==> src/rtl/mhr_pkg.sv <==
package mhr_pkg;

  // Relation between the two lanes' memory operations this cycle
  typedef enum logic [1:0] {
    HZ_NONE  = 2'd0,
    HZ_LD_ST = 2'd1,  // A loads, B stores same word
    HZ_ST_LD = 2'd2,  // A stores, B loads same word
    HZ_ST_ST = 2'd3   // both store same word
  } hz_kind_t;

  // Number of queue slots requested by two write enables
  function automatic logic [1:0] slots_needed(input logic wa, input logic wb);
    return {1'b0, wa} + {1'b0, wb};
  endfunction

endpackage

==> src/rtl/mhr_pair.sv <==
module mhr_pair
  import mhr_pkg::*;
#(
  parameter int AW = 8,
  parameter logic [AW-1:0] MMIO_BASE = '1
) (
  input  logic          a_vld,
  input  logic          a_st,
  input  logic [AW-1:0] a_addr,
  input  logic          b_vld,
  input  logic          b_st,
  input  logic [AW-1:0] b_addr,
  output hz_kind_t      kind,
  output logic          dev_addr
);

  function automatic logic is_device(input logic [AW-1:0] ad);
    return ad >= MMIO_BASE;
  endfunction

  logic same_word;

  always_comb begin
    same_word = a_vld && b_vld && (a_addr == b_addr);
    kind      = HZ_NONE;
    if (same_word) begin
      unique case ({a_st, b_st})
        2'b01:   kind = HZ_LD_ST;
        2'b10:   kind = HZ_ST_LD;
        2'b11:   kind = HZ_ST_ST;
        default: kind = HZ_NONE;
      endcase
    end
    dev_addr = is_device(a_addr);
  end

endmodule

==> src/rtl/mhr_sbuf.sv <==
module mhr_sbuf #(
  parameter int DEPTH = 4,
  parameter int AW    = 8,
  parameter int DW    = 16,
  localparam int PW   = (DEPTH > 1) ? $clog2(DEPTH) : 1,
  localparam int CW   = $clog2(DEPTH + 1)
) (
  input  logic          clk,
  input  logic          rst_n,
  input  logic          wr_a,
  input  logic [AW-1:0] wr_a_addr,
  input  logic [DW-1:0] wr_a_data,
  input  logic          wr_b,
  input  logic [AW-1:0] wr_b_addr,
  input  logic [DW-1:0] wr_b_data,
  input  logic          pop,
  input  logic [AW-1:0] qa_addr,
  output logic          qa_hit,
  output logic [DW-1:0] qa_data,
  input  logic [AW-1:0] qb_addr,
  output logic          qb_hit,
  output logic [DW-1:0] qb_data,
  output logic [CW-1:0] occ,
  output logic [AW-1:0] head_addr,
  output logic [DW-1:0] head_data
);

  logic [AW-1:0] e_addr [DEPTH];
  logic [DW-1:0] e_data [DEPTH];
  logic [PW-1:0] head, tail;
  logic [CW-1:0] cnt;

  // index arithmetic on a ring of DEPTH slots, any depth
  function automatic logic [PW-1:0] ring_add(input logic [PW-1:0] base, input int off);
    int s;
    s = int'(base) + off;
    if (s >= DEPTH) s = s - DEPTH;
    return PW'(s);
  endfunction

  // youngest live entry matching the address wins
  function automatic logic [DW:0] lookup(input logic [AW-1:0] q);
    logic [DW:0] r;
    logic [PW-1:0] ix;
    r = '0;
    for (int k = 0; k < DEPTH; k++) begin
      ix = ring_add(head, k);
      if ((k < int'(cnt)) && (e_addr[ix] == q)) r = {1'b1, e_data[ix]};
    end
    return r;
  endfunction

  always_comb begin
    {qa_hit, qa_data} = lookup(qa_addr);
    {qb_hit, qb_data} = lookup(qb_addr);
  end

  assign occ       = cnt;
  assign head_addr = e_addr[head];
  assign head_data = e_data[head];

  logic [PW-1:0] slot_b;
  assign slot_b = wr_a ? ring_add(tail, 1) : tail;

  always_ff @(posedge clk) begin
    if (!rst_n) begin
      head <= '0;
      tail <= '0;
      cnt  <= '0;
    end else begin
      head <= pop ? ring_add(head, 1) : head;
      tail <= ring_add(tail, int'(wr_a) + int'(wr_b));
      cnt  <= CW'(int'(cnt) + int'(wr_a) + int'(wr_b) - int'(pop));
    end
  end

  generate
    for (genvar g = 0; g < DEPTH; g++) begin : g_slot
      always_ff @(posedge clk) begin
        if (wr_a && tail == PW'(g)) begin
          e_addr[g] <= wr_a_addr;
          e_data[g] <= wr_a_data;
        end else if (wr_b && slot_b == PW'(g)) begin
          e_addr[g] <= wr_b_addr;
          e_data[g] <= wr_b_data;
        end
      end
    end
  endgenerate

endmodule

==> src/rtl/mhr_resolver.sv <==
module mhr_resolver
  import mhr_pkg::*;
#(
  parameter int DEPTH = 4,
  parameter int AW    = 8,
  parameter int DW    = 16,
  parameter logic [AW-1:0] MMIO_BASE = 8'hF0
) (
  input  logic          clk,
  input  logic          rst_n,
  input  logic          a_vld,
  input  logic          a_st,
  input  logic [AW-1:0] a_addr,
  input  logic [DW-1:0] a_wdata,
  input  logic          a_ld_done,
  input  logic          b_vld,
  input  logic          b_st,
  input  logic [AW-1:0] b_addr,
  input  logic [DW-1:0] b_wdata,
  input  logic          dr_ack,
  output logic          a_stall,
  output logic          b_stall,
  output logic          a_drop,
  output logic          a_fwd_hit,
  output logic [DW-1:0] a_fwd_data,
  output logic          b_fwd_hit,
  output logic [DW-1:0] b_fwd_data,
  output logic          dr_vld,
  output logic [AW-1:0] dr_addr,
  output logic [DW-1:0] dr_data
);

  localparam int CW = $clog2(DEPTH + 1);

  hz_kind_t      kind;
  logic          dev_addr;
  logic          hold_b, kill_a, full_stall;
  logic          wr_a, wr_b, pop_fire;
  logic [1:0]    need, push_n;
  logic [CW-1:0] occ;
  logic          qa_hit, qb_hit;
  logic [DW-1:0] qa_data, qb_data;

  mhr_pair #(.AW(AW), .MMIO_BASE(MMIO_BASE)) u_pair (
    .a_vld(a_vld), .a_st(a_st), .a_addr(a_addr),
    .b_vld(b_vld), .b_st(b_st), .b_addr(b_addr),
    .kind(kind), .dev_addr(dev_addr)
  );

  // hazard decisions before the capacity check
  assign hold_b = (kind == HZ_LD_ST) && !a_ld_done;
  assign kill_a = (kind == HZ_ST_ST) && !dev_addr;
  assign need   = slots_needed(a_vld && a_st && !kill_a, b_vld && b_st && !hold_b);

  // capacity: free space ignores a same-cycle drain
  assign full_stall = int'(need) > (DEPTH - int'(occ));

  assign wr_a     = a_vld && a_st && !kill_a && !full_stall;
  assign wr_b     = b_vld && b_st && !hold_b && !full_stall;
  assign push_n   = slots_needed(wr_a, wr_b);
  assign pop_fire = dr_vld && dr_ack;

  assign a_stall = full_stall;
  assign b_stall = full_stall || hold_b;
  assign a_drop  = kill_a && !full_stall;

  mhr_sbuf #(.DEPTH(DEPTH), .AW(AW), .DW(DW)) u_sbuf (
    .clk(clk), .rst_n(rst_n),
    .wr_a(wr_a), .wr_a_addr(a_addr), .wr_a_data(a_wdata),
    .wr_b(wr_b), .wr_b_addr(b_addr), .wr_b_data(b_wdata),
    .pop(pop_fire),
    .qa_addr(a_addr), .qa_hit(qa_hit), .qa_data(qa_data),
    .qb_addr(b_addr), .qb_hit(qb_hit), .qb_data(qb_data),
    .occ(occ), .head_addr(dr_addr), .head_data(dr_data)
  );

  assign dr_vld = (occ != '0);

  // lane A load: queue only; lane B load: A's in-flight store first
  always_comb begin
    a_fwd_hit  = a_vld && !a_st && qa_hit;
    a_fwd_data = qa_data;
    if (kind == HZ_ST_LD) begin
      b_fwd_hit  = 1'b1;
      b_fwd_data = a_wdata;
    end else begin
      b_fwd_hit  = b_vld && !b_st && qb_hit;
      b_fwd_data = qb_data;
    end
  end

endmodule

==> config.mk <==
export PLATFORM = sky130hd
export DESIGN_NAME = mhr_resolver
export DESIGN_NICKNAME = d
export VERILOG_FILES = /design/src/rtl/mhr_pkg.sv /design/src/rtl/mhr_pair.sv /design/src/rtl/mhr_sbuf.sv /design/src/rtl/mhr_resolver.sv
export SDC_FILE = /design/constraint.sdc
export NUM_CORES = 1
export LEC_CHECK = 0
export ABC_AREA = 0
export ABC_CLOCK_PERIOD_IN_PS = 5000
export BUFFER_PORTS_ARGS = -buffer_cell sky130_fd_sc_hd__buf_2
export CAP_MARGIN = 20
export CORE_ASPECT_RATIO = 1.75
export CORE_UTILIZATION = 40
export CTS_BUF_LIST = sky130_fd_sc_hd__clkbuf_4 sky130_fd_sc_hd__clkbuf_8 sky130_fd_sc_hd__clkbuf_16
export CTS_CLUSTER_DIAMETER = 40
export DETAILED_ROUTE_END_ITERATION = 8
export PLACE_DENSITY = 0.57
export SYNTH_ARGS = -nofsm -noshare
export SYNTH_HDL_FRONTEND = slang
export SYNTH_SLANG_ARGS = --single-unit
==> constraint.sdc <==
create_clock -name clk -period 5 [get_ports clk]
set_input_delay 0.75 -clock clk [delete_from_list [all_inputs] [get_ports clk]]
set_output_delay 0.75 -clock clk [all_outputs]
set_load 0.01 [all_outputs]
==> key figures, run 1 <==
Placement
  – Port bufs: 117
  – Placed inst area: 10,400 sq um
  – Place WS: 506.8 ps
  – Placed Cells: 1,218
  – Routability cong.: 0.9454
  – DP HPWL: 21.22 mm

STA
  – Fin worst setup slack: 337.6 ps
  – Final setup fails: 0
  – Fin. Hold Viols: 0
  – Setup Total Neg Slack: 0 ps
  – Setup Skew: 10.77 ps
  – Worst Max-Slew Pin Slew: 937.2 ps
  – Max frequency: 0.2145 GHz
  – Max_slew headroom: 37.52%
  – Post-route minimum period: 4662 ps
  – Final slew viol count: 0
  – RSZ-0062 raised after global routing: false
  – Final cycle utilization of the critical path: 93.25%

Detailed routing
  – Detailed Route Iter0 Violations: 328
  – WL/cell: 23.70 microns
  – Final WL: 29.27 mm
  – Routed Antenna Nets: 0
  – Vias: 7,297
  – TritonRoute pass-1 iters: 5
  – DRC Markers: 0
  – Via density: 5.909

Pwr
  – Leakage: 3.734 nW
  – Power per cell area: 401.6 nW/um^2
  – Maximum VDD drop: 0.2392 mV

Cells and area
  – Layout area overhead: 13.93%
  – Layout cells sized above 1: 37.69%
  – Core Util, Final: 46.73%
  – Most frequent cells in the layout: buf_2, mux2_2, edfxtp_1
  – Non-Filler Instances: 1,235
  – FILL cells: 2,181
  – Commonest non-fill, non-tap cell in the layout: buf_2
  – Final Instance Area: 10,710 sq um
  – Nets: 1,001

Setup path
  – FF-to-FF Start: u_sbuf.occ[0]
  – Critical-path cell list: mux4_2, xnor2_1, nand4_1, nor4_1, nor2b_1, buf_4, a221oi_1, o31ai_1, buf_2
  – Setup crit end kind: output port
  – R2R setup slack: 1650 ps
  – Max incr delay on CP: 650 ps
  – Required time worst endpoint: 4250 ps
  – Worst endpoint data arrival time: 3910 ps
  – Reg2reg path depth: 12
  – Delay-heaviest family, CP: simple AND/OR/NAND/NOR gates
  – CP bufs+invs: 2
  – Startpoint Class: flip-flop
  – Worst reg2reg endpoint: u_sbuf.e_addr[3][0]
  – CP Max Fanout: 16
  – Critical path's slowest cell: nor4_1
  – WS Path Type: reg2out

Floorplanning
  – Die height: 204.8 microns
  – DIE AREA: 24,150 sq um
  – Core area: 22,930 sq um
  – Starting Density: 41.01%
  – Row cnt: 73
  – Die W: 117.9 microns
  – Top Ports: 118

Synth
  – Syn_nets: 903
  – Synthesized area per cell: 11.32 sq um
  – Distinct cells, synth: 53
  – Yosys warns: 0
  – EDFF count, synth: 96
  – FF+latch count, synth: 105
  – Mapped Cells: 831
  – Ys async rst share: 0%
  – Prevailing post-synth register cell: edfxtp_1
  – Mapped Area: 9403 sq um
  – Seq/Total Area, Yosys: 32.57%

Global routing
  – Overflow after GRT: 0
  – Antenna violations before repair: 1
  – Total track usage: 24.85%
  – First-pass GRT wire length: 44.44 mm
  – Largest net degree at the start of global routing: 73
  – Number of global-route vias before repair: 7,527

Hold path
  – Worst Hold Launch: u_sbuf.tail[1]
  – Hold path endpoint: u_sbuf.tail[1]
  – Hold Crit Depth: 2
  – Class of the tightest hold or removal check: reg2reg

Clocking
  – Maximum clock path buffer count: 2
  – Worst-Skew Late Latency: 360 ps
  – CTS buffer count: 9
  – Post-CTS Hold Fix Bufs: 0
  – Clk slew on worst S/H paths: 80 ps
  – Root Buffer: clkbuf_16
  – CTS tree: built
  – Clk sinks: 105
  – Post-CTS Resized: 0
  – Post-CTS Setup Bufs: 0
  – # H-tree levels: 3

Run status
  – Status: completed

Flow run
  – Max-cap violation count: 0
tightest hold or removal path: stages (launching register included):
cell	delay, ps
dfxtp_1	390
xor2_1	140
and2_1	120
cells in the mapped netlist (9+ instances only):
library cell / number / area, sq um
a21oi_1: 21 / 105.1
a22oi_1: 18 / 135.1
a31oi_1: 12 / 75.07
and2_1: 11 / 68.82
buf_2: 32 / 160.2
clkbuf_1: 30 / 112.6
dfxtp_1: 9 / 180.2
edfxtp_1: 96 / 2883
ha_1: 13 / 162.7
inv_1: 17 / 63.81
mux2_2: 109 / 1227
mux2i_1: 67 / 670.6
mux4_2: 54 / 1216
nand2_1: 67 / 251.5
nor2_1: 35 / 131.4
nor2b_1: 10 / 62.56
o21ai_0: 23 / 115.1
o21bai_1: 19 / 142.6
or3_1: 13 / 81.33
xnor2_1: 55 / 481.7
xor2_1: 22 / 192.7
metal layers:
metal / up-vias / wire length (microns) / track usage, %
met3: 70 / 1084 / 3.174
met1: 3656 / 10330 / 25.50
met2: 202 / 16530 / 48.15
met5: - / 0 / 0
li1: 3369 / - / -
met4: 0 / 1324 / 13.51
kinds of logic (layout without fill, tap and decap cells):
logic type | Yosys count | count (layout) | synth area share, %
simple gates | 185 | 185 | 9.914
buf+inv | 87 | 190 | 4.178
flops | 105 | 105 | 32.57
xor+xnor | 77 | 77 | 7.172
compound gates | 124 | 124 | 8.716
other cells | 0 | 1 | 0
fa+ha+maj | 16 | 16 | 2.369
mux | 237 | 237 | 35.08
metrics by stage:
step,hold WS [ps],total power [mW]
2_1_floorplan,598.4,2.870
4_1_cts,678.5,4.340
5_1_grt,700.7,4.561
3_5_place_dp,659.4,3.576
3_3_place_gp,647.8,3.559
6_report,677.6,4.302
report_power, final:
group	leakage [nW]	switching (mW)	internal, mW
sequential	0.950	0.180	1.16
combinational	2.63	1.18	1.01
clock	0.152	0.363	0.399
total	3.73	1.73	2.58
area by class of cell:
class / count / area, sq um / share of cell area (%)
tap: 300 / 375.4 / 3.504
clock inverter: 7 / 82.58 / 0.7708
sequential: 105 / 3072 / 28.67
multi-input combinational: 639 / 5968 / 55.71
timing repair buffer: 157 / 923.4 / 8.619
inverter: 17 / 63.81 / 0.5957
antenna: 1 / 2.502 / 0.02336
clock buffer: 9 / 225.2 / 2.102
worst max-delay path by stage:
stage / start / end / depth (start not counted)
finish: flip-flop / b_fwd_data[0] / 9
global route: flip-flop / b_fwd_data[0] / 9
CTS: flip-flop / b_fwd_data[0] / 9
detailed placement: a_addr[0] / u_sbuf.e_data[3][11] / 16
global placement: a_addr[7] / u_sbuf.e_addr[3][1] / 16
floorplan: a_addr[3] / u_sbuf.e_addr[0][0] / 16
registers in the layout (all words and copies together) (netlist names), named ones only:
name,count
u_sbuf.e_addr,32
u_sbuf.tail,2
u_sbuf.e_data,64
u_sbuf.occ,3
u_sbuf.head,2
No activity file was read; power rests on OpenSTA's default activity.
==> inputs of run 2 (changes only) <==
--- a/config.mk
+++ b/config.mk
@@ -10,11 +10,12 @@
 export BUFFER_PORTS_ARGS = -buffer_cell sky130_fd_sc_hd__buf_2
 export CAP_MARGIN = 20
 export CORE_ASPECT_RATIO = 1.75
-export CORE_UTILIZATION = 40
+export CORE_UTILIZATION = 55
 export CTS_BUF_LIST = sky130_fd_sc_hd__clkbuf_4 sky130_fd_sc_hd__clkbuf_8 sky130_fd_sc_hd__clkbuf_16
 export CTS_CLUSTER_DIAMETER = 40
 export DETAILED_ROUTE_END_ITERATION = 8
-export PLACE_DENSITY = 0.57
+export PLACE_DENSITY = 0.75
 export SYNTH_ARGS = -nofsm -noshare
 export SYNTH_HDL_FRONTEND = slang
+export SYNTH_HIERARCHICAL = 1
 export SYNTH_SLANG_ARGS = --single-unit
==> run 2 against run 1 <==
Core utilization grew 18 points. Worst hold slack gained 14 ps. Clock skew is essentially flat. Die area shrank 23%. Total power grew 12%. Synthesized cell count grew 6.1%. Fmax shrank 1.8%. Worst setup slack lost 87 ps. First-iteration DRC count grew 67%. Largest cell class unchanged.
==> key figures, run 2 <==
Pwr
  – Maximum VDD drop: 0.2406 mV
  – Sequential share of power: 29.4%
  – Clock share of power: 14.9%
  – Sw Share: 42.35%
  – Internal: 2.769 mW
  – Leakage: 4.333 nW
  – P_sw: 2.034 mW
  – Power per cell area: 420.2 nW/um^2
  – Logic gate share of total power: 55.6%
  – Final Power: 4.803 mW

Synth
  – Largest family of logic cells by synthesized area: multiplexers
  – Seq/Total Area, Yosys: 30.84%
  – Mapped Cells: 882
  – Post-Synth XOR/XNOR Area: 7.194%
  – Post-Synth Simple-Gate Area: 9.034%
  – Post-synthesis adder-cell area fraction: 2.243%
  – Ys async rst share: 0%
  – Synth top cells by count: mux2_2, edfxtp_1, a21oi_1, mux2i_1, xnor2_1
  – Synth area leader: edfxtp_1
  – Prevailing post-synth register cell: edfxtp_1
  – EDFF count, synth: 96
  – Synthesized area per cell: 11.26 sq um
  – Yosys warns: 6
  – FF+latch count, synth: 105
  – Distinct cells, synth: 63
  – Syn_nets: 954
  – Most frequent cell after synthesis: mux2_2
  – Share of Yosys cell area claimed by the top area cell type: 29.03%
  – Mux cell area share after synthesis: 34.77%
  – Top cells by area, synth: edfxtp_1, mux2_2, mux4_2
  – Mapped Area: 9931 sq um
  – Compound-cell area share of the yosys netlist: 11.23%

Placement
  – Placed inst area: 11,130 sq um
  – Place WS: -137.9 ps
  – DP HPWL: 21.51 mm
  – Port bufs: 117
  – Routability cong.: 0.9308

Cells and area
  – Layout area overhead: 15.11%
  – Largest Register: u_sbuf/e_data
  – Most frequent cells in the layout: mux2_2, buf_2, edfxtp_1
  – Number of flip-flops under the largest register name: 64
  – Ant. Diodes: 0
  – Layout cells sized above 1: 41.84%
  – Final Instance Area: 11,430 sq um
  – FF+latch area: 3070 sq um
  – Nets: 1,078
  – Area of the multi-input gates: 6481 sq um
  – FILL cells: 1,395
  – Commonest non-fill, non-tap cell in the layout: mux2_2

Setup path
  – CP startpoint: a_addr[2]
  – FF-to-FF Start: u_sbuf/occ[0]
  – Delay-heaviest family, CP: simple AND/OR/NAND/NOR gates
  – Max incr delay on CP: 410 ps
  – Startpoint Class: primary input
  – Setup crit end kind: flip-flop
  – Critical path's slowest cell: or3b_1
  – CP Max Fanout: 9
  – Critical-path cell list: buf_2, xnor2_1, nand3_1, buf_4, nor4_1, or3b_1, and3_4, ha_1, ha_1, nor2b_1, o211ai_1, and3_1, inv_1, ha_1, inv_1, fa_1, fa_1, xnor2_1, and2_1
  – WS Path Type: in2reg
  – CP bufs+invs: 4
  – Worst endpoint data arrival time: 5010 ps
  – Crit path top cell by count: ha_1
  – Required time worst endpoint: 5260 ps

Floorplanning
  – Core area: 17,540 sq um
  – DIE AREA: 18,620 sq um
  – Die W: 103.6 microns
  – Starting Density: 56.63%
  – Top Ports: 118
  – Row cnt: 64
  – Die height: 179.8 microns

STA
  – Fin. Hold Viols: 0
  – Max_slew headroom: 50.05%
  – RSZ-0062 raised after global routing: false
  – Final slew viol count: 0
  – Setup Total Neg Slack: 0 ps
  – Hold Slack: 691.7 ps
  – Worst Max-Slew Pin Slew: 749.3 ps
  – Final setup fails: 0
  – Final cycle utilization of the critical path: 95.00%
  – Setup Skew: 10.46 ps
  – Fin worst setup slack: 250.2 ps
  – Post-route minimum period: 4750 ps
  – Max frequency: 0.2105 GHz

Detailed routing
  – Routed Antenna Nets: 0
  – Final WL: 29.73 mm
  – Detailed Route Iter0 Violations: 547
  – Vias: 8,252
  – TritonRoute pass-1 iters: 7
  – DRC Markers: 0
  – Via density: 6.644
  – WL/cell: 23.93 microns

Hold path
  – Worst Hold Launch: rst_n
  – Class of the tightest hold or removal check: in2reg

Global routing
  – Overflow after GRT: 0
  – Number of global-route vias before repair: 8,370
  – First-pass GRT wire length: 45.26 mm
  – Antenna violations before repair: 0
  – Largest net degree at the start of global routing: 46
  – Total track usage: 31.98%

Clocking
  – Clk slew on worst S/H paths: 80 ps
  – CTS tree: built
  – Post-CTS Setup Bufs: 0
  – Root Buffer: clkbuf_16
  – Maximum clock path buffer count: 2
  – CTS buffer count: 9
  – # H-tree levels: 3
  – Clk sinks: 105
  – Worst-Skew Late Latency: 360 ps

Flow run
  – Max-cap violation count: 0

Run status
  – Status: completed
[run 2: cell type report]
class | count | area share, %
Multi-Input combinational cell | 680 | 56.70
Sequential cell | 105 | 26.86
Timing Repair Buffer | 187 | 10.60
Tap cell | 231 | 2.528
Clock buffer | 9 | 1.970
Inverter | 23 | 0.7553
Clock inverter | 7 | 0.5911
[run 2: kinds of logic (layout without fill, tap and decap cells)]
family / count (synthesis) / count (layout)
fa+ha+maj: 16 / 16
flops: 105 / 105
xor+xnor: 79 / 79
simple gates: 166 / 166
buf+inv: 97 / 226
compound gates: 166 / 166
mux: 253 / 253
[run 2: routing by layer]
layer / wire length, microns / up-vias / global-route usage, %
li1: - / 3643 / -
met1: 9556 / 4062 / 32.58
met2: 16180 / 425 / 60.13
met3: 2165 / 122 / 4.677
met4: 1829 / 0 / 20.41
met5: 0 / - / 0
[run 2: final timing paths]
kind / end / slack (ps) / cells past startpoint
worst max-delay path: u_sbuf/occ[2] / 250 / 19
worst min-delay path: u_sbuf/occ[1] / 690 / 2
worst max register to register: u_sbuf/occ[2] / 1790 / 14
worst min register to register: u_sbuf/tail[1] / 790 / 2
[run 2: power groups by stage]
stage	combinational, mW	sequential [mW]	clock (mW)
floorplan	1.91	1.28	0
global placement	2.60	1.42	0
detailed placement	2.64	1.43	0
CTS	2.65	1.41	0.722
global route	2.84	1.44	0.756
finish	2.67	1.41	0.717
[run 2: timing repair]
item / in CTS / in global routing
hold buffers: 0 / 0
setup endpoints to repair: 0 / 2
gates resized for setup: 0 / 1
[run 2: per-stage QoR]
stage / utilization (%) / instances
finish: 65.18 / 1242
CTS: 65.14 / 1242
floorplan: - / 882
detailed placement: 63.47 / 1226
global placement: 63.47 / 1226
global route: 65.18 / 1242
